### src/rtl/burst_seq_pkg.sv
package burst_seq_pkg;

    // Length field codes of the mode word
    localparam logic [2:0] LEN_1    = 3'b000;
    localparam logic [2:0] LEN_2    = 3'b001;
    localparam logic [2:0] LEN_4    = 3'b010;
    localparam logic [2:0] LEN_8    = 3'b011;
    localparam logic [2:0] LEN_ROW  = 3'b111;

    // Latency field codes of the mode word
    localparam logic [2:0] LAT_2    = 3'b010;
    localparam logic [2:0] LAT_3    = 3'b011;

    // Decoded view of the mode word
    typedef struct packed {
        logic       ilv;      // interleaved order
        logic       wr_one;   // writes are single beat
        logic [1:0] lat;      // 2 or 3, 0 when reserved
        logic       row;      // full-row burst
        logic [1:0] len_log;  // log2 of fixed burst length
        logic       err;      // reserved encoding present
    } mode_dec_t;

endpackage

### src/rtl/burst_mode_dec.sv
module burst_mode_dec
    import burst_seq_pkg::*;
(
    input  logic [11:0] word,
    output mode_dec_t   dec
);
    logic len_bad;
    logic lat_bad;
    logic fld_bad;

    always_comb begin
        dec         = '0;
        dec.ilv     = word[3];
        dec.wr_one  = word[9];
        len_bad     = 1'b0;
        unique case (word[2:0])
            LEN_1:   dec.len_log = 2'd0;
            LEN_2:   dec.len_log = 2'd1;
            LEN_4:   dec.len_log = 2'd2;
            LEN_8:   dec.len_log = 2'd3;
            LEN_ROW: dec.row     = 1'b1;
            default: len_bad     = 1'b1;
        endcase
        unique case (word[6:4])
            LAT_2:   dec.lat = 2'd2;
            LAT_3:   dec.lat = 2'd3;
            default: dec.lat = 2'd0;
        endcase
        lat_bad = (dec.lat == 2'd0);
        fld_bad = (word[8:7] != 2'b00) || (word[11:10] != 2'b00);
        dec.err = len_bad || lat_bad || fld_bad || (dec.row && word[3]);
    end

endmodule

### src/rtl/burst_col_gen.sv
module burst_col_gen
    import burst_seq_pkg::*;
#(
    parameter int COL_W = 10
) (
    input  logic             clk,
    input  logic             rst_n,
    input  logic             go,
    input  logic [COL_W-1:0] start_col,
    input  logic             start_rd,
    input  logic             term,
    input  mode_dec_t        mode,
    output logic [COL_W-1:0] col_addr,
    output logic             col_vld,
    output logic             col_last,
    output logic             col_rd
);
    localparam logic [COL_W-1:0] ONE = {{(COL_W-1){1'b0}}, 1'b1};

    typedef struct packed {
        logic             act;
        logic             rd;
        logic             ilv;
        logic             row;
        logic [COL_W-1:0] mask;
        logic [COL_W-1:0] base;
        logic [COL_W-1:0] beat;
    } gen_st_t;

    gen_st_t          st_d, st_q;
    logic             single;
    logic             at_end;
    logic [COL_W-1:0] off;
    logic [COL_W-1:0] idx;

    assign at_end = !st_q.row && (st_q.beat == st_q.mask);

    always_comb begin
        st_d   = st_q;
        single = mode.wr_one && !start_rd;
        if (go) begin
            st_d.act  = 1'b1;
            st_d.rd   = start_rd;
            st_d.ilv  = mode.ilv;
            st_d.row  = mode.row && !single;
            st_d.base = start_col;
            st_d.beat = '0;
            if (single)
                st_d.mask = '0;
            else if (mode.row)
                st_d.mask = '1;
            else
                st_d.mask = (ONE << mode.len_log) - ONE;
        end else if (term) begin
            st_d.act = 1'b0;
        end else if (st_q.act) begin
            if (at_end)
                st_d.act = 1'b0;
            else
                st_d.beat = st_q.beat + ONE;
        end
    end

    always_ff @(posedge clk or negedge rst_n) begin
        if (!rst_n)
            st_q <= '0;
        else
            st_q <= st_d;
    end

    always_comb begin
        off = st_q.base & st_q.mask;
        if (st_q.ilv)
            idx = off ^ st_q.beat;
        else
            idx = off + st_q.beat;
        col_addr = (st_q.base & ~st_q.mask) | (idx & st_q.mask);
        col_vld  = st_q.act;
        col_last = st_q.act && at_end;
        col_rd   = st_q.act && st_q.rd;
    end

    p_first_addr_r10: assert property (@(posedge clk) disable iff (!rst_n)
        go |=> (col_vld && col_addr == $past(start_col)));

    p_term_stop_r9: assert property (@(posedge clk) disable iff (!rst_n)
        (term && !go) |=> !col_vld);

    p_last_ends_r2: assert property (@(posedge clk) disable iff (!rst_n)
        (col_last && !go) |=> !col_vld);

    p_last_vld_r2: assert property (@(posedge clk) disable iff (!rst_n)
        col_last |-> col_vld);

    p_single_write_r7: assert property (@(posedge clk) disable iff (!rst_n)
        (go && mode.wr_one && !start_rd) |=> col_last);

endmodule

### src/rtl/burst_rdv_delay.sv
module burst_rdv_delay #(
    parameter int MAX_LAT = 3,
    localparam int LAT_W  = $clog2(MAX_LAT + 1)
) (
    input  logic             clk,
    input  logic             rst_n,
    input  logic [LAT_W-1:0] lat,
    input  logic             in_vld,
    output logic             out_vld
);
    logic [MAX_LAT-1:0] sh_d, sh_q;

    generate
        if (MAX_LAT == 1) begin : g_one
            always_comb sh_d = in_vld;
        end else begin : g_many
            always_comb sh_d = {sh_q[MAX_LAT-2:0], in_vld};
        end
    endgenerate

    always_ff @(posedge clk or negedge rst_n) begin
        if (!rst_n)
            sh_q <= '0;
        else
            sh_q <= sh_d;
    end

    always_comb begin
        if (lat == '0)
            out_vld = 1'b0;
        else
            out_vld = sh_q[lat - 1'b1];
    end

    p_delay_two_r11: assert property (@(posedge clk) disable iff (!rst_n)
        (lat == 2 && $past(lat) == 2 && $past(lat, 2) == 2) |-> (out_vld == $past(in_vld, 2)));

    p_delay_three_r11: assert property (@(posedge clk) disable iff (!rst_n)
        (lat == 3 && $past(lat) == 3 && $past(lat, 2) == 3 && $past(lat, 3) == 3)
        |-> (out_vld == $past(in_vld, 3)));

endmodule

### src/rtl/sdram_burst_seq.sv
module sdram_burst_seq
    import burst_seq_pkg::*;
#(
    parameter int          COL_W      = 10,
    parameter int          MAX_LAT    = 3,
    parameter logic [11:0] RESET_MODE = 12'h020
) (
    input  logic             clk,
    input  logic             rst_n,
    input  logic             mode_ld,
    input  logic [11:0]      mode_word,
    input  logic             start,
    input  logic [COL_W-1:0] start_col,
    input  logic             start_rd,
    input  logic             term,
    output logic [COL_W-1:0] col_addr,
    output logic             col_vld,
    output logic             col_last,
    output logic [1:0]       cas_lat,
    output logic             mode_err,
    output logic             rd_vld
);
    logic [11:0] mode_d, mode_q;
    mode_dec_t   dec;
    logic        go;
    logic        col_rd;

    always_comb begin
        mode_d = mode_q;
        if (mode_ld)
            mode_d = mode_word;
    end

    always_ff @(posedge clk or negedge rst_n) begin
        if (!rst_n)
            mode_q <= RESET_MODE;
        else
            mode_q <= mode_d;
    end

    burst_mode_dec u_dec (
        .word (mode_q),
        .dec  (dec)
    );

    assign go       = start && !dec.err;
    assign cas_lat  = dec.lat;
    assign mode_err = dec.err;

    burst_col_gen #(.COL_W(COL_W)) u_gen (
        .clk       (clk),
        .rst_n     (rst_n),
        .go        (go),
        .start_col (start_col),
        .start_rd  (start_rd),
        .term      (term),
        .mode      (dec),
        .col_addr  (col_addr),
        .col_vld   (col_vld),
        .col_last  (col_last),
        .col_rd    (col_rd)
    );

    burst_rdv_delay #(.MAX_LAT(MAX_LAT)) u_rdv (
        .clk     (clk),
        .rst_n   (rst_n),
        .lat     (cas_lat),
        .in_vld  (col_rd),
        .out_vld (rd_vld)
    );

    p_err_blocks_r8: assert property (@(posedge clk) disable iff (!rst_n)
        (mode_err && start && !col_vld) |=> !col_vld);

    p_lat_legal_r1: assert property (@(posedge clk) disable iff (!rst_n)
        !mode_err |-> (cas_lat == 2'd2 || cas_lat == 2'd3));

    p_ld_takes_r1: assert property (@(posedge clk) disable iff (!rst_n)
        (mode_ld && mode_word[6:4] == 3'b011) |=> cas_lat == 2'd3);

endmodule

### config.mk
export PLATFORM = sky130hd
export DESIGN_NAME = sdram_burst_seq
export DESIGN_NICKNAME = d
export VERILOG_FILES = /design/src/rtl/burst_seq_pkg.sv /design/src/rtl/burst_mode_dec.sv /design/src/rtl/burst_col_gen.sv /design/src/rtl/burst_rdv_delay.sv /design/src/rtl/sdram_burst_seq.sv
export SDC_FILE = /design/constraint.sdc
export NUM_CORES = 1
export LEC_CHECK = 0
export BUFFER_PORTS_ARGS = -buffer_cell sky130_fd_sc_hd__buf_2
export CORE_MARGIN = 2
export CORE_UTILIZATION = 30
export CTS_CLUSTER_SIZE = 10
export DETAILED_ROUTE_END_ITERATION = 12
export SLEW_MARGIN = 15
export SYNTH_ARGS = -nofsm -noshare
export SYNTH_HDL_FRONTEND = slang
export SYNTH_SLANG_ARGS = --single-unit
### constraint.sdc
create_clock -name clk -period 3.3 [get_ports clk]
set_clock_uncertainty 0.15 [all_clocks]
set_input_delay 0.165 -clock clk [delete_from_list [all_inputs] [get_ports clk]]
set_output_delay 0.165 -clock clk [all_outputs]
set_load 0.02 [all_outputs]
Word level (Yosys, flattened, before mapping). Cells that the tools add are included. W data, S select, Z words.

Add/sub/neg operators: 4. $lt $le $gt $ge: 1. Eq/ne operators: 9. Shifts and indexed selects: 1. Multiplexer cells: 18. Bitwise gates (word level): 6. Reduce and logical (&&, ||, !) cells: 22.

Operators by type and width (count): $mux W10 (7); $and A10 B10 Y10 (3); $eq A3 B2 Y1 const B (4); $add A10 B1 Y10 const B (1); $add A10 B10 Y10 (1); $eq A10 B10 Y1 (1); $not A10 Y10 (1); $or A10 B10 Y10 (1); $shl A1 B2 Y10 const A (1); $sub A10 B1 Y10 const B (1); $xor A10 B10 Y10 (1); $mux W1 (8); $logic_and A1 B1 Y1 (7); $pmux W2 S3 (1); $reduce_bool A2 Y1 (3); $reduce_or A5 Y1 (1); $logic_not A1 Y1 (4); $logic_or A1 B1 Y1 (4); $pmux W2 S2 (1); $eq A3 B1 Y1 const B (1); $eq A3 B3 Y1 const B (1); $logic_not A3 Y1 (1); $lt A2 B3 Y1 const B (1); $reduce_and A3 Y1 (1); 5 further kinds (5).

Register bits after elaboration: 49. Input bits: 28. Output and inout port bits: 16. Logic and storage cells: 70.

Depth between registers and ports, before layout.
Depth after elaboration: 10. Mapped depth: 8. Gate-level depth less buffers: 8.

Cells and area by module. From an unflattened synthesis, not the netlist that was laid out.

Cell total of the unflattened synthesis: 276. Area total of the unflattened synthesis: 2797.7 um^2.

Modules (own cells, without submodules): burst_col_gen (instances 1, cells an instance 229, area each 2093.3 um^2, seq. area each 775.7 um^2); sdram_burst_seq (instances 1, cells an instance 26, area each 491.7 um^2, seq. area each 301.5 um^2); burst_rdv_delay (instances 1, cells an instance 9, area each 122.6 um^2, seq. area each 75.1 um^2); burst_mode_dec (instances 1, cells an instance 12, area each 90.1 um^2, seq. area each 0.0 um^2).

Worst setup path before layout. No wires, ideal clock.

Kind: reg-to-output. From: register u_gen.st_q[27] (netlist name). To: output port col_addr[9]. Arrival time: 2.462 ns. Data required time: 2.985 ns. Setup slack: 0.523 ns. Cell stages (with the launch flop): 9. Buffers on the path: 1. Path through: dfrtp_1 clkbuf_1 and2_1 ha_1 and3_1 a221o_1 o311a_1 a221o_1 xor2_1.

Word-level cells in the longest chain between the ends: 5.

Ends and longest elaborated chain: start, declared (line burst_col_gen.sv:30) `gen_st_t st_d, st_q;`; start signal, assigned (line burst_col_gen.sv:68) `st_q <= st_d;`; $and A10 B10 Y10 (line burst_col_gen.sv:72) `off = st_q.base & st_q.mask;`; $add A10 B10 Y10 (line burst_col_gen.sv:76) `idx = off + st_q.beat;`; $mux W10 (line burst_col_gen.sv:73) `if (st_q.ilv)`; $and A10 B10 Y10 (line burst_col_gen.sv:77) `col_addr = (st_q.base & ~st_q.mask) | (idx & st_q.mask);`; $or A10 B10 Y10 (line burst_col_gen.sv:77); end, declared (line sdram_burst_seq.sv:16) `output logic [COL_W-1:0] col_addr,`.

No other way between the ends.

Worst setup path after layout.
From: register u_gen.st_q[22] (netlist name). To: output port col_addr[9].

The elaborated chain is that of the path after synthesis.

==> flow_summary.yaml <==
floorplanning:
  num_rows: 33
  die_x_um: 95.22
  dieArea_um2: 9066
  die_y_um: 95.22
  start_util_pct: 30.69
  io_pins: 44
  core_um2: 8134
placed_design:
  hpwl_mm: 3.857
  port_buffers: 43
  place.gp.congestion: 0.8895
  pre_cts_ws_ns: 0.6284
detailed_routing:
  drt-initial-drc-count: 89
  drt-vias-per-instance: 4.656
  vias: 2016
  ant_nets: 0
  drc_errors: 0
  wl_per_cell_um: 12.60
  wl_mm: 5.456
  first_pass_iters: 4
logic_synthesis:
  synth_top_flop_cell: "dfrtp_1"
  syn-instance-count: 259
  synthArstFlopShare_pct: 100.0
  synth_cell_types: 43
  ys_seq_area_share_pct: 43.16
  netlist_area_um2: 2496
  yosysMostFrequentCell: "nand2_1"
  synth_edf_count: 0
  synth.largest_area_cell: "dfrtp_1"
  yosys_warnings: 0
  yosys-top-cells-count: "nand2_1, dfrtp_1, nor2_1, and2_1, mux2_2"
  synth.avg_cell_area_um2: 9.638
  ys_seq_elements: 43
  synthTopCellsByArea: "dfrtp_1, nand2_1, mux2_2, ha_1, xnor2_1"
  synth_top_cell_area_share_pct: 42.11
  syn_nets: 298
timing:
  whs_ns: 0.08883
  fin_crit_ns: 3.027
  fmax_ghz: 0.3303
  fin_tns_setup_ns: 0
  period_share_pct: 91.73
  rsz0062_at_grt: "false"
  maxSlewHeadroom_pct: 35.13
  worst_slack_ns: 0.2728
  worst_slew_pin_slew_ns: 0.9730
  slew_viol_final: 0
  finalSetupViolations: 0
  hold_viol: 0
setup_path:
  crit_type: "reg -> out"
  crit_required_ns: 2.98
  endpoint_kind: "output port"
  rrSetupSlack_ns: 1.02
  cp-endpoint: "col_addr[9]"
  critPathMaxStageDelay_ns: 0.42
  cpMaxStageDelayCell: "dfrtp_1"
  worstPathCellList: "and2_1 > ha_1 > and3_1 > a221o_1 > o311a_1 > a221o_1 > xor2_1 > buf_2"
  arrival_ns: 2.71
  timing.rr.start: "mode_q[8]"
  critPathLaunch: "u_gen.st_q[22]"
  reg2reg_depth: 6
  critical_path_peak_fanout: 5
  cp_common_cell: "a221o_1"
  reg2reg_to: "u_gen.st_q[16]"
  cp-start-kind: "flip-flop"
global_routing:
  antenna_found_initial: 0
  grt_pass1_vias: 2093
  grt_max_degree: 44
  overflow: 0
  grt_pass1_wl_mm: 9.887
  grt_use_total_pct: 13.93
hold_path:
  min_path_type: "in -> reg"
clocking:
  clock_path_buffers: 2
  tritoncts: "yes"
  clk-insertion-delay-late_ns: 0.31
  clk_pin_slew_worst_paths_ns: 0.08
  cts_num_sinks: 43
  root_buffer: "clkbuf_8"
  htreeDepth: 2
  cts_setup_buffers: 0
  numCtsBuffers: 5
  post_cts_resized: 0
layout:
  layout.nets: 366
  seq_area_um2: 1077
  multi_input_area_um2: 1346
  diodes: 0
  n_fill_cell: 805
  drive_gt1_share_pct: 21.95
  syn2layout_area_growth_pct: 26.82
run:
  cap_violations: 0
power_and_ir_drop:
  static-leakage-power_nw: 1.621
  p_total_mw: 1.235
  power-per-cell-area_nw_per_um2: 390.2
  ir_worst_vdd_uv: 165.9
status:
  outcome: "finished, final reports clean"
-- area by class of cell --
cell class                      count  area share, %
Multi-Input combinational cell    200          42.53
Sequential cell                    43          34.03
Timing Repair Buffer               72          15.57
Tap cell                          105          4.150
Clock buffer                        6          2.609
Inverter                            5         0.5929
Clock inverter                      2         0.5138
-- cell families after synthesis --
group                    share of synthesized area, %
AND/OR/NAND/NOR                                 21.00
AO/OA/AOI/OAI                                   13.68
flip-flops                                      43.16
XOR/XNOR                                        5.965
buffers and inverters                           2.907
multiplexers                                    7.068
adder cells (fa/ha/maj)                         6.216
-- how the worst min path moves through the flow --
stage                   from       endpoint  slack [ns]  depth (start not counted)
2_1_floorplan          rst_n      mode_q[0]       -0.28                          0
3_3_place_gp   u_rdv.sh_q[0]  u_rdv.sh_q[1]        0.19                          0
3_5_place_dp   u_rdv.sh_q[0]  u_rdv.sh_q[1]        0.19                          0
4_1_cts              mode_ld      mode_q[2]        0.08                          3
5_1_grt              mode_ld      mode_q[2]        0.12                          2
6_report             mode_ld      mode_q[2]        0.09                          3
-- where the power goes --
group	total [mW]	internal [mW]	switching [mW]
registers	0.621	0.576	0.0454
logic	0.248	0.113	0.135
clock network	0.366	0.171	0.195
-- metal layers --
layer	up-vias	GRT usage, %	share of wire, %	wire [µm]
met1	950	17.87	48	2628
li1	1040	-	-	-
met5	-	0	0	0
met2	21	23.59	48	2646
met3	5	2.530	1.8	100
met4	0	4.710	1.5	81
-- flip-flops by register name (all words and copies together) (netlist names) --
register and count:
u_gen.st_q 27, mode_q 12, u_rdv.sh_q 3, u_gen.col_vld 1
-- per-stage QoR --
step	utilization (%)	cell area, µm²	cells
after CTS	38.92	3166	433
after global routing	38.92	3166	433
after global placement	34.75	2826	401
after floorplan	-	2496	259
final	38.92	3166	433
after detailed placement	34.75	2826	401
-- cells in the final DEF, fill, tap and decap left out, types with 6 or more instances in the layout --
master          n
and2_1         14
buf_2          43
clkbuf_8        6
nor2_1         22
a21oi_1         6
a21o_1          8
nand2_1        44
xnor2_1        12
ha_1           10
dlygate4sd3_1  24
a2111oi_1       6
dfrtp_1        42
o21ai_0         6
mux2_2         13
-- critical path: cells and delay by family, from the launching register on --
kind	cells	cell delay [ns]
compound gates	3	0.96
xor+xnor	1	0.15
fa+ha+maj	1	0.32
buf+inv	1	0.18
flops	1	0.42
simple gates	2	0.36
-- timing repair --
action	in CTS	in global routing
hold buffers	24	0
setup endpoints to repair	0	0
endpoints found under the hold margin	65	0
No activity file was read; power rests on OpenSTA's default activity.
